--- src/rtl/rs_pkg.sv ---
package rs_pkg;
    localparam int SEG_W = 13;

    typedef enum logic [1:0] {
        ST_IDLE  = 2'd0,
        ST_ISSUE = 2'd1,
        ST_STALL = 2'd2
    } rs_state_e;

    localparam logic [1:0] CPL_OK = 2'b00;

    function automatic logic [SEG_W-1:0] mrrs_bytes(input logic [2:0] code);
        mrrs_bytes = 13'd128 << code;
    endfunction

    function automatic logic mrrs_legal(input logic [2:0] code);
        mrrs_legal = (code <= 3'd5);
    endfunction
endpackage

--- src/rtl/rs_seg_calc.sv ---
module rs_seg_calc
    import rs_pkg::*;
#(
    parameter int LEN_W = 16
) (
    input  logic [11:0]      page_off,
    input  logic [LEN_W-1:0] remain,
    input  logic [2:0]       mrrs_code,
    output logic [SEG_W-1:0] seg_len
);
    logic [SEG_W-1:0] to_page_end;
    logic [SEG_W-1:0] size_cap;
    logic [SEG_W-1:0] cap;

    always_comb begin
        to_page_end = 13'd4096 - {1'b0, page_off};
        size_cap    = mrrs_bytes(mrrs_code);
        cap         = (size_cap < to_page_end) ? size_cap : to_page_end;
        if (remain < LEN_W'(cap))
            seg_len = SEG_W'(remain);
        else
            seg_len = cap;
    end
endmodule

--- src/rtl/rs_tag_pool.sv ---
module rs_tag_pool #(
    parameter int TAG_N = 32,
    localparam int TAG_W = $clog2(TAG_N)
) (
    input  logic             clk,
    input  logic             rst_n,
    input  logic             alloc_en,
    input  logic             free_en,
    input  logic [TAG_W-1:0] free_tag,
    input  logic [TAG_W-1:0] query_tag,
    output logic             any_free,
    output logic [TAG_W-1:0] alloc_tag,
    output logic             query_busy
);
    logic [TAG_N-1:0] busy_q;

    always_comb begin
        alloc_tag = '0;
        for (int i = TAG_N - 1; i >= 0; i--) begin
            if (!busy_q[i]) alloc_tag = TAG_W'(i);
        end
    end

    assign any_free   = ~&busy_q;
    assign query_busy = busy_q[query_tag];

    always_ff @(posedge clk) begin
        if (!rst_n) begin
            busy_q <= '0;
        end else begin
            if (free_en)  busy_q[free_tag]  <= 1'b0;
            if (alloc_en) busy_q[alloc_tag] <= 1'b1;
        end
    end


    no_alloc_when_full_chk: assert property (@(posedge clk) disable iff (!rst_n)
        alloc_en |-> any_free);


    free_only_inflight_chk: assert property (@(posedge clk) disable iff (!rst_n)
        free_en |-> busy_q[free_tag]);


    alloc_marks_busy_chk: assert property (@(posedge clk) disable iff (!rst_n)
        alloc_en |=> busy_q[$past(alloc_tag)]);
endmodule

--- src/rtl/rs_cpl_check.sv ---
module rs_cpl_check
    import rs_pkg::*;
#(
    parameter int TAG_W = 5
) (
    input  logic             clk,
    input  logic             rst_n,
    input  logic             cpl_valid,
    input  logic [TAG_W-1:0] cpl_tag,
    input  logic [1:0]       cpl_status,
    input  logic             cpl_last,
    input  logic             tag_busy,
    output logic             free_en,
    output logic [TAG_W-1:0] free_tag,
    output logic             cpl_err,
    output logic [TAG_W-1:0] cpl_err_tag,
    output logic [1:0]       cpl_err_status,
    output logic             cpl_stray
);
    logic hit;
    logic bad;

    assign hit      = cpl_valid && tag_busy;
    assign bad      = (cpl_status != CPL_OK);
    assign free_en  = hit && (bad || cpl_last);
    assign free_tag = cpl_tag;

    always_ff @(posedge clk) begin
        if (!rst_n) begin
            cpl_err        <= 1'b0;
            cpl_err_tag    <= '0;
            cpl_err_status <= CPL_OK;
            cpl_stray      <= 1'b0;
        end else begin
            cpl_err   <= hit && bad;
            cpl_stray <= cpl_valid && !tag_busy;
            if (hit && bad) begin
                cpl_err_tag    <= cpl_tag;
                cpl_err_status <= cpl_status;
            end
        end
    end


    err_follows_bad_cpl_chk: assert property (@(posedge clk) disable iff (!rst_n)
        (cpl_valid && tag_busy && cpl_status != CPL_OK) |=> (cpl_err && cpl_err_tag == $past(cpl_tag)));


    stray_no_err_chk: assert property (@(posedge clk) disable iff (!rst_n)
        (cpl_valid && !tag_busy) |=> (cpl_stray && !cpl_err));


    err_has_cause_chk: assert property (@(posedge clk) disable iff (!rst_n)
        cpl_err |-> $past(cpl_valid));
endmodule

--- src/rtl/rd_splitter.sv ---
module rd_splitter
    import rs_pkg::*;
#(
    parameter int ADDR_W = 32,
    parameter int LEN_W  = 16,
    parameter int TAG_N  = 32,
    localparam int TAG_W = $clog2(TAG_N)
) (
    input  logic              clk,
    input  logic              rst_n,
    input  logic              req_valid,
    output logic              req_ready,
    input  logic [ADDR_W-1:0] req_addr,
    input  logic [LEN_W-1:0]  req_len,
    input  logic [2:0]        req_mrrs,
    output logic              req_err,
    output logic              seg_valid,
    input  logic              seg_ready,
    output logic [ADDR_W-1:0] seg_addr,
    output logic [SEG_W-1:0]  seg_len,
    output logic [TAG_W-1:0]  seg_tag,
    input  logic              cpl_valid,
    input  logic [TAG_W-1:0]  cpl_tag,
    input  logic [1:0]        cpl_status,
    input  logic              cpl_last,
    output logic              cpl_err,
    output logic [TAG_W-1:0]  cpl_err_tag,
    output logic [1:0]        cpl_err_status,
    output logic              cpl_stray
);
    rs_state_e         state_q, state_d;
    logic [ADDR_W-1:0] cur_addr_q;
    logic [LEN_W-1:0]  remain_q;
    logic [2:0]        code_q;
    logic              req_err_q;

    logic             any_free;
    logic [TAG_W-1:0] alloc_tag;
    logic             tag_busy;
    logic             free_en;
    logic [TAG_W-1:0] free_tag;
    logic             take_req;
    logic             req_bad;
    logic             fire;
    logic             last_seg;

    rs_seg_calc #(.LEN_W(LEN_W)) u_calc (
        .page_off  (cur_addr_q[11:0]),
        .remain    (remain_q),
        .mrrs_code (code_q),
        .seg_len   (seg_len)
    );

    rs_tag_pool #(.TAG_N(TAG_N)) u_pool (
        .clk        (clk),
        .rst_n      (rst_n),
        .alloc_en   (fire),
        .free_en    (free_en),
        .free_tag   (free_tag),
        .query_tag  (cpl_tag),
        .any_free   (any_free),
        .alloc_tag  (alloc_tag),
        .query_busy (tag_busy)
    );

    rs_cpl_check #(.TAG_W(TAG_W)) u_cpl (
        .clk            (clk),
        .rst_n          (rst_n),
        .cpl_valid      (cpl_valid),
        .cpl_tag        (cpl_tag),
        .cpl_status     (cpl_status),
        .cpl_last       (cpl_last),
        .tag_busy       (tag_busy),
        .free_en        (free_en),
        .free_tag       (free_tag),
        .cpl_err        (cpl_err),
        .cpl_err_tag    (cpl_err_tag),
        .cpl_err_status (cpl_err_status),
        .cpl_stray      (cpl_stray)
    );

    assign req_bad  = (req_len == '0) || !mrrs_legal(req_mrrs);
    assign take_req = req_ready && req_valid;
    assign fire     = seg_valid && seg_ready;
    assign last_seg = (remain_q == LEN_W'(seg_len));

    // Next-state process
    always_comb begin
        state_d = state_q;
        unique case (state_q)
            ST_IDLE:  if (req_valid && !req_bad) state_d = ST_ISSUE;
            ST_ISSUE: begin
                if (fire && last_seg) state_d = ST_IDLE;
                else if (!any_free)   state_d = ST_STALL;
            end
            ST_STALL: if (any_free) state_d = ST_ISSUE;
            default:  state_d = ST_IDLE;
        endcase
    end

    // Output process
    always_comb begin
        req_ready = (state_q == ST_IDLE);
        seg_valid = (state_q == ST_ISSUE) && any_free;
        seg_addr  = cur_addr_q;
        seg_tag   = alloc_tag;
        req_err   = req_err_q;
    end

    // State register and datapath
    always_ff @(posedge clk) begin
        if (!rst_n) begin
            state_q    <= ST_IDLE;
            cur_addr_q <= '0;
            remain_q   <= '0;
            code_q     <= '0;
            req_err_q  <= 1'b0;
        end else begin
            state_q   <= state_d;
            req_err_q <= take_req && req_bad;
            if (take_req && !req_bad) begin
                cur_addr_q <= req_addr;
                remain_q   <= req_len;
                code_q     <= req_mrrs;
            end else if (fire) begin
                cur_addr_q <= cur_addr_q + ADDR_W'(seg_len);
                remain_q   <= remain_q - LEN_W'(seg_len);
            end
        end
    end


    seg_size_limit_chk: assert property (@(posedge clk) disable iff (!rst_n)
        seg_valid |-> (seg_len != '0 && seg_len <= mrrs_bytes(code_q)));


    no_page_cross_chk: assert property (@(posedge clk) disable iff (!rst_n)
        seg_valid |-> (({1'b0, seg_addr[11:0]} + seg_len) <= 13'd4096));


    hold_under_backpressure_chk: assert property (@(posedge clk) disable iff (!rst_n)
        (seg_valid && !seg_ready) |=> (seg_valid && $stable(seg_addr) && $stable(seg_len)));


    req_err_cause_chk: assert property (@(posedge clk) disable iff (!rst_n)
        req_err |-> ($past(req_valid && req_ready) && !seg_valid));


    ready_excludes_issue_chk: assert property (@(posedge clk) disable iff (!rst_n)
        req_ready |-> !seg_valid);
endmodule

--- config.mk ---
export PLATFORM = sky130hd
export DESIGN_NAME = rd_splitter
export DESIGN_NICKNAME = d
export VERILOG_FILES = /design/src/rtl/rs_pkg.sv /design/src/rtl/rs_seg_calc.sv /design/src/rtl/rs_tag_pool.sv /design/src/rtl/rs_cpl_check.sv /design/src/rtl/rd_splitter.sv
export SDC_FILE = /design/constraint.sdc
export NUM_CORES = 1
export LEC_CHECK = 0
export CAP_MARGIN = 20
export CORE_UTILIZATION = 40
export DETAILED_ROUTE_END_ITERATION = 7
export GPL_ROUTABILITY_DRIVEN = 0
export GPL_TIMING_DRIVEN = 0
export PLACE_DENSITY = 0.69
export SYNTH_ARGS = -nofsm -noshare
export SYNTH_HDL_FRONTEND = slang
export SYNTH_SLANG_ARGS = --single-unit
--- constraint.sdc ---
create_clock -name clk -period 7.8 [get_ports clk]
set_input_delay 1.56 -clock clk [delete_from_list [all_inputs] [get_ports clk]]
set_output_delay 1.56 -clock clk [all_outputs]
set_load 0.1 [all_outputs]
==> results.toml, run 1 <==
[run_status]
status = "finished, final reports clean"

[worst_setup_path]
endpoint_kind = "output pin"
slowest_stage = "or4_1"
cp_cell_sequence = "or4_1 -> nor4_1 -> xor2_1 -> ha_1 -> nand4_1 -> nor2_1 -> a211o_2 -> a31o_2 -> buf_2 -> mux2_2 -> inv_1 -> ha_1 -> a21o_1 -> a21oi_1 -> nor2b_1 -> o21ai_0 -> o211ai_1 -> a21oi_4 -> buf_6 -> mux2_1 -> clkdlybuf4s15_2"
r2r_slack_ps = 410
reg2reg_to = "seg_addr[29]"
start_kind = "register"
critical_path_class = "reg -> out"
worstPathArrival_ps = 5970
reg2regPathDepth = 28
required_ps = 6240
reg2reg_from = "seg_addr[6]"
cp_common_cell = "ha_1"
crit_path_max_fanout = 10
max_stage_delay_ps = 610

[synthesis]
synth_edf_count = 0
syn-num-nets = 1015
yosys.cell_types.count = 81
syn-instance-count = 904
synth_area_mm2 = 0.007264
synthFlopType = "dfxtp_1"
async_flop_share_pct = 0
seq_area_frac_synth_pct = 26.18
ys_warn_count = 0
syn_area_per_cell_um2 = 8.036
ys_ff_latch = 95

[placement]
dpl_cell_area_mm2 = 0.008770
io_buffers = 121
hpwl_um = 18460
dp_cells = 1250

[clock_tree]
clk_pin_slew_ps = 80
hold_buffers = 0
numCtsBuffers = 9
cts_tree = "yes"
clock-root-buffer = "clkbuf_16"
post_cts_buffers = 0
worstSkewPairLatency_ps = 360
htree_levels = 3
cts_buffer_depth = 2
clock_sinks = 95

[power]
p_switching_w = 0.0008435
sw_frac_of_total_pct = 42.98
combPwrFrac_pct = 45.7
leakagePower_nw = 3.329
power.density_mw_per_mm2 = 215.7
p_int_w = 0.001119
pwr-share-clk_pct = 26.3
vdd_drop_max_mv = 0.2264
seq_power_share_pct = 28.0
power_w = 0.001963

[layout]
drive_gt1_share_pct = 8.934
area.growth.synth_to_final_pct = 25.23
nets = 1147
fillers = 1696
stdcell_count = 1266
diodes = 0
final_area_mm2 = 0.009097

[timing]
finalSetupViolCount = 0
maxSlewViolCount = 0
fin_skew_ps = 13.28
setup_tns_ps = 0
rsz0062_at_grt = "false"
post-route-min-period_ps = 7529
timing.fmax_mhz = 132.8
finalCritPeriodShare_pct = 96.53
tightestPinTransition_ps = 1007
slew_headroom_pct = 32.63
finalHoldViolations = 0

[floorplan]
core_area_mm2 = 0.01754
initial_core_util_pct = 41.42
io_pins = 126
die_h_um = 136.8
die_w_um = 136.8
die-area_mm2 = 0.01870
rows = 48

[min_path]
worstHoldPathType = "reg -> reg"
hp-start = "u_cpl.cpl_err_status[1]"
holdPathEnd = "u_cpl.cpl_err_status[1]"
holdPathStages = 2

[drt]
first_iter_violations = 783
drc = 0
wl_per_cell_um = 19.22
first_pass_iters = 5
num_vias = 7727
vias_per_cell = 6.103
routed_wl_um = 24330
postRouteAntennaNets = 0

[grt]
grt_pass1_vias = 7217
grt_max_degree = 19
antenna_found_initial = 0
grt_usage_pct = 26.53
grt_pass1_wl_um = 38270
grt_overflow = 0

[flow_run]
drv_cap = 0
[worst max path at each step]
stage	start	slack, ps	depth (start not counted)	end
floorplan	seg_addr[0]	200	32	seg_addr[29]
global placement	seg_addr[0]	70	23	seg_len[0]
detailed placement	seg_addr[0]	0.09	23	seg_len[0]
CTS	seg_addr[0]	90	22	seg_len[1]
global route	seg_addr[6]	60	28	seg_addr[29]
finish	seg_addr[6]	270	21	seg_len[4]
[what timing repair did]
| item | in CTS | in global routing |
|---|---|---|
| cloned | 0 | 0 |
| resized for setup | 29 | 14 |
| setup endpoints to repair | 13 | 15 |
[cells in the mapped netlist, types with 9 or more instances]
master    instances  area (µm²)
ha_1             45       563.0
o311ai_0         15       131.4
a22oi_1          24       180.2
o211ai_1         25       187.7
o31ai_1          14       105.1
mux2i_1          23       230.2
buf_2            14       70.07
and2_1            9       56.30
dfxtp_1          95        1902
and3_1            9       56.30
a21oi_1          68       340.3
o21ai_0          58       290.3
nor4_1           12       75.07
nand3_1          29       145.1
a21o_1           13       97.59
nand2b_1         13       81.33
mux2_2           19       214.0
inv_1            38       142.6
nand4_1          18       112.6
xnor2_1          22       192.7
clkbuf_1         25       93.84
nor2_1           41       153.9
xor2_1            9       78.83
nor3_1           28       140.1
o21a_1            9       67.56
nand2_1          98       367.9
[cells by family after synthesis]
logic type	share of synthesized area, %
mux	7.819
fa+ha+maj	8.302
buf+inv	4.788
compound gates	26.83
flops	26.18
simple gates	22.34
xor+xnor	3.738
[stage by stage]
step	setup WS (ps)	utilization, %	hold slack, ps
2_1_floorplan	198.6	-	471.3
3_3_place_gp	71.87	50.01	444.5
3_5_place_dp	0.09370	50.01	450.0
4_1_cts	85.85	51.95	465.1
5_1_grt	55.31	51.88	473.5
6_report	270.9	51.88	461.8
[worst max-delay path, delay by kind of cell (launching register included)]
family                     cells  cell delay (ps)
adders and majority gates      2              520
muxes                          2              720
AOI/OAI and AO/OA              7             1490
and+or+nand+nor                5             1270
xor gates and xnor gates       1              250
buffers and inverters          4              950
DFF                            1              400
[placed cells by master (no fill, tap or decap), types with 12 or more instances in the layout]
cell             instances
a21o_1                  13
a21oi_1                 68
a22oi_1                 24
buf_2                   15
clkbuf_1                25
clkdlybuf4s50_1        108
dfxtp_1                 95
ha_1                    45
inv_1                   38
mux2_2                  19
mux2i_1                 22
nand2_1                 98
nand2b_1                13
nand3_1                 29
nand4_1                 18
nor2_1                  41
nor3_1                  27
nor4_1                  12
o211ai_1                25
o21ai_0                 58
o311ai_0                15
o31ai_1                 14
xnor2_1                 22
[power groups by stage]
| stage | sequential, W | clock (W) | combinational (W) |
|---|---|---|---|
| floorplan | 0.000650 | 0 | 0.000588 |
| global placement | 0.000559 | 0 | 0.000886 |
| detailed placement | 0.000559 | 0 | 0.000890 |
| CTS | 0.000548 | 0.000518 | 0.000890 |
| global route | 0.000554 | 0.000538 | 0.000967 |
| finish | 0.000550 | 0.000516 | 0.000898 |
[metal layers]
layer	vias up	global-route usage (%)	share of wire, %
met3	57	3.481	7.0
li1	3682	-	-
met2	370	43.43	46
met4	0	11.42	3.4
met1	3618	34.81	44
met5	-	0	0
[registers in the layout, indices dropped and copies added (netlist names)]
name                  flops
req_err                   1
u_cpl.cpl_err             1
u_pool.busy_q            32
seg_addr                 32
code_q                    3
u_cpl.cpl_err_status      2
u_cpl.cpl_err_tag         5
remain_q                 16
state_q                   2
u_cpl.cpl_stray           1
[area by class of cell]
type	count	area, µm²	share of cell area (%)
Sequential cell	95	1902	20.90
Inverter	39	146.4	1.609
Buffer	44	201.4	2.214
Tap cell	225	281.5	3.094
Timing Repair Buffer	121	1190	13.08
Clock inverter	7	111.4	1.224
Clock buffer	9	225.2	2.476
Multi-Input combinational cell	726	5040	55.40
(Power assumes the default switching activity.)
==> inputs of run 2 (changes only) <==
CORE_UTILIZATION = 54   (was 40)
PLACE_DENSITY = 0.87   (was 0.69)
==> run 2 against run 1 <==
  * Maximum frequency fell by 0.93%
  * Sequential power barely moved
  * Global-route usage rose by 8.0 points
  * Non-clock buffer count did not move
  * Worst hold slack got worse by 3.4 ps
  * Die area fell by 26%
  * Cell area fell by 1.6%
  * Setup slack got worse by 71 ps
  * Critical endpoint is now seg_len[10]
  * Highest routed layer unchanged
==> results.toml, run 2 (synthesis results as in run 1) <==
[floorplan]
die_w_um = 118.0
rows = 42
die-area_mm2 = 0.01392
io_pins = 126
initial_core_util_pct = 55.07
die_h_um = 118.0
core_area_mm2 = 0.01319

[drt]
postRouteAntennaNets = 0
drc = 0
vias_per_cell = 6.516
first_iter_violations = 1004
num_vias = 7930
first_pass_iters = 8
wl_per_cell_um = 19.53
routed_wl_um = 23770

[clock_tree]
worstSkewPairLatency_ps = 360
cts_resized = 15
post_cts_buffers = 0
cts_buffer_depth = 2
htree_levels = 3
clk_pin_slew_ps = 70
clock_sinks = 95
cts_tree = "yes"
hold_buffers = 0
clock-root-buffer = "clkbuf_16"
numCtsBuffers = 9

[layout]
final_cell_mix = "clkdlybuf4s50_1, nand2_1, dfxtp_1"
fin_util_pct = 67.86
final_area_mm2 = 0.008951
area.growth.synth_to_final_pct = 23.22
nets = 1147
final_common_cell = "clkdlybuf4s50_1"
stdcell_count = 1217
diodes = 0
fillers = 1034
drive_gt1_share_pct = 8.453

[flow_run]
drv_cap = 0

[worst_setup_path]
worstPathArrival_ps = 6040
endpoint_kind = "output pin"
start_kind = "register"
critical_path_class = "reg -> out"
required_ps = 6240
crit_path_max_fanout = 9

[placement]
hpwl_um = 17690
dpl_cell_area_mm2 = 0.008708
dp_cells = 1201
io_buffers = 121

[power]
combPwrFrac_pct = 47.7
leakagePower_nw = 3.319
seq_power_share_pct = 29.1
vdd_drop_max_mv = 0.2003
sw_frac_of_total_pct = 44.39
p_int_w = 0.001053
p_switching_w = 0.0008403
power.density_mw_per_mm2 = 211.5
pwr-share-clk_pct = 23.2
power_w = 0.001893

[grt]
grt_usage_pct = 34.58
grt_max_degree = 17
grt_pass1_wl_um = 38340
grt_overflow = 0
grt_pass1_vias = 7422
antenna_found_initial = 0

[run_status]
status = "finished, final reports clean"

[min_path]
worstHoldPathType = "reg -> reg"

[timing]
timing.fmax_mhz = 131.6
slew_headroom_pct = 33.61
finalSetupViolCount = 0
finalCritPeriodShare_pct = 97.43
fin_skew_ps = 10.73
finalHoldViolations = 0
tightestPinTransition_ps = 992.7
post-route-min-period_ps = 7600
maxSlewViolCount = 0
-- run 2: cell types whose count changed in the layout (fill, tap and decap cells not counted), sizes merged --
cell           change
dlygate4sd2        +4
buf                -1
clkbuf             +5
clkdlybuf4s15      -6
bufinv             -2
-- run 2: per-stage QoR --
stage / setup TNS, ps / hold WS [ps] / setup WS (ps)
6_report: 0 / 458.4 / 200.2
2_1_floorplan: 0 / 471.3 / 198.6
3_5_place_dp: 0 / 450.7 / 51.42
3_3_place_gp: 0 / 444.0 / 170.2
4_1_cts: 0 / 459.9 / 17.70
5_1_grt: -229.5 / 480.8 / -50.51
-- run 2: layout make-up --
type                       instances  area, µm²  area share (%)
buffer                            44      201.4           2.250
clock inverter                     5      38.79          0.4333
tap                              176      220.2           2.460
clock buffer                      11      242.7           2.712
sequential                        95       1902           21.25
inverter                          39      146.4           1.635
timing repair buffer             121       1167           13.04
multi-input combinational        726       5032           56.22
-- run 2: power groups by stage --
| stage | clock [W] | combinational (W) | sequential [W] |
|---|---|---|---|
| floorplan | 0 | 0.000588 | 0.000650 |
| global placement | 0 | 0.000880 | 0.000559 |
| detailed placement | 0 | 0.000891 | 0.000559 |
| CTS | 0.000440 | 0.000891 | 0.000549 |
| global route | 0.000462 | 0.000964 | 0.000555 |
| finish | 0.000439 | 0.000903 | 0.000551 |
-- run 2: routing by layer --
metal | global-route usage, % | part of all wire, % | vias up
li1 | - | - | 3679
met1 | 45.65 | 40 | 3672
met2 | 53.20 | 44 | 484
met3 | 4.797 | 9.8 | 95
met4 | 21.47 | 5.6 | 0
met5 | 0 | 0 | -
-- run 2: worst max-delay path, stage by stage (launching register included) --
cell and delay [ps]:
dfxtp_1 400, inv_1 130, ha_1 190, nand2_1 130, nor3_2 270, or4b_1 530, ha_1 310, nand4_1 130
nor2_1 60, a211o_2 350, a31o_2 220, buf_2 180, mux2_2 330, inv_1 60, ha_1 230, a21o_1 180
a21oi_1 140, nor2b_1 60, o21ai_0 180, o211ai_1 130, a21oi_2 320, mux2_2 270, dlygate4sd2_1 860
-- run 2: path summary, 6_finish.rpt --
check                                       endpoint  cells past startpoint  slack, ps                 start
worst max-delay path                     seg_len[10]                     22        200           seg_addr[0]
worst min-delay path            u_cpl.cpl_err_tag[4]                      2        460  u_cpl.cpl_err_tag[4]
worst max register to register          seg_addr[29]                     30        340           seg_addr[0]
worst min register to register  u_cpl.cpl_err_tag[4]                      2        460  u_cpl.cpl_err_tag[4]
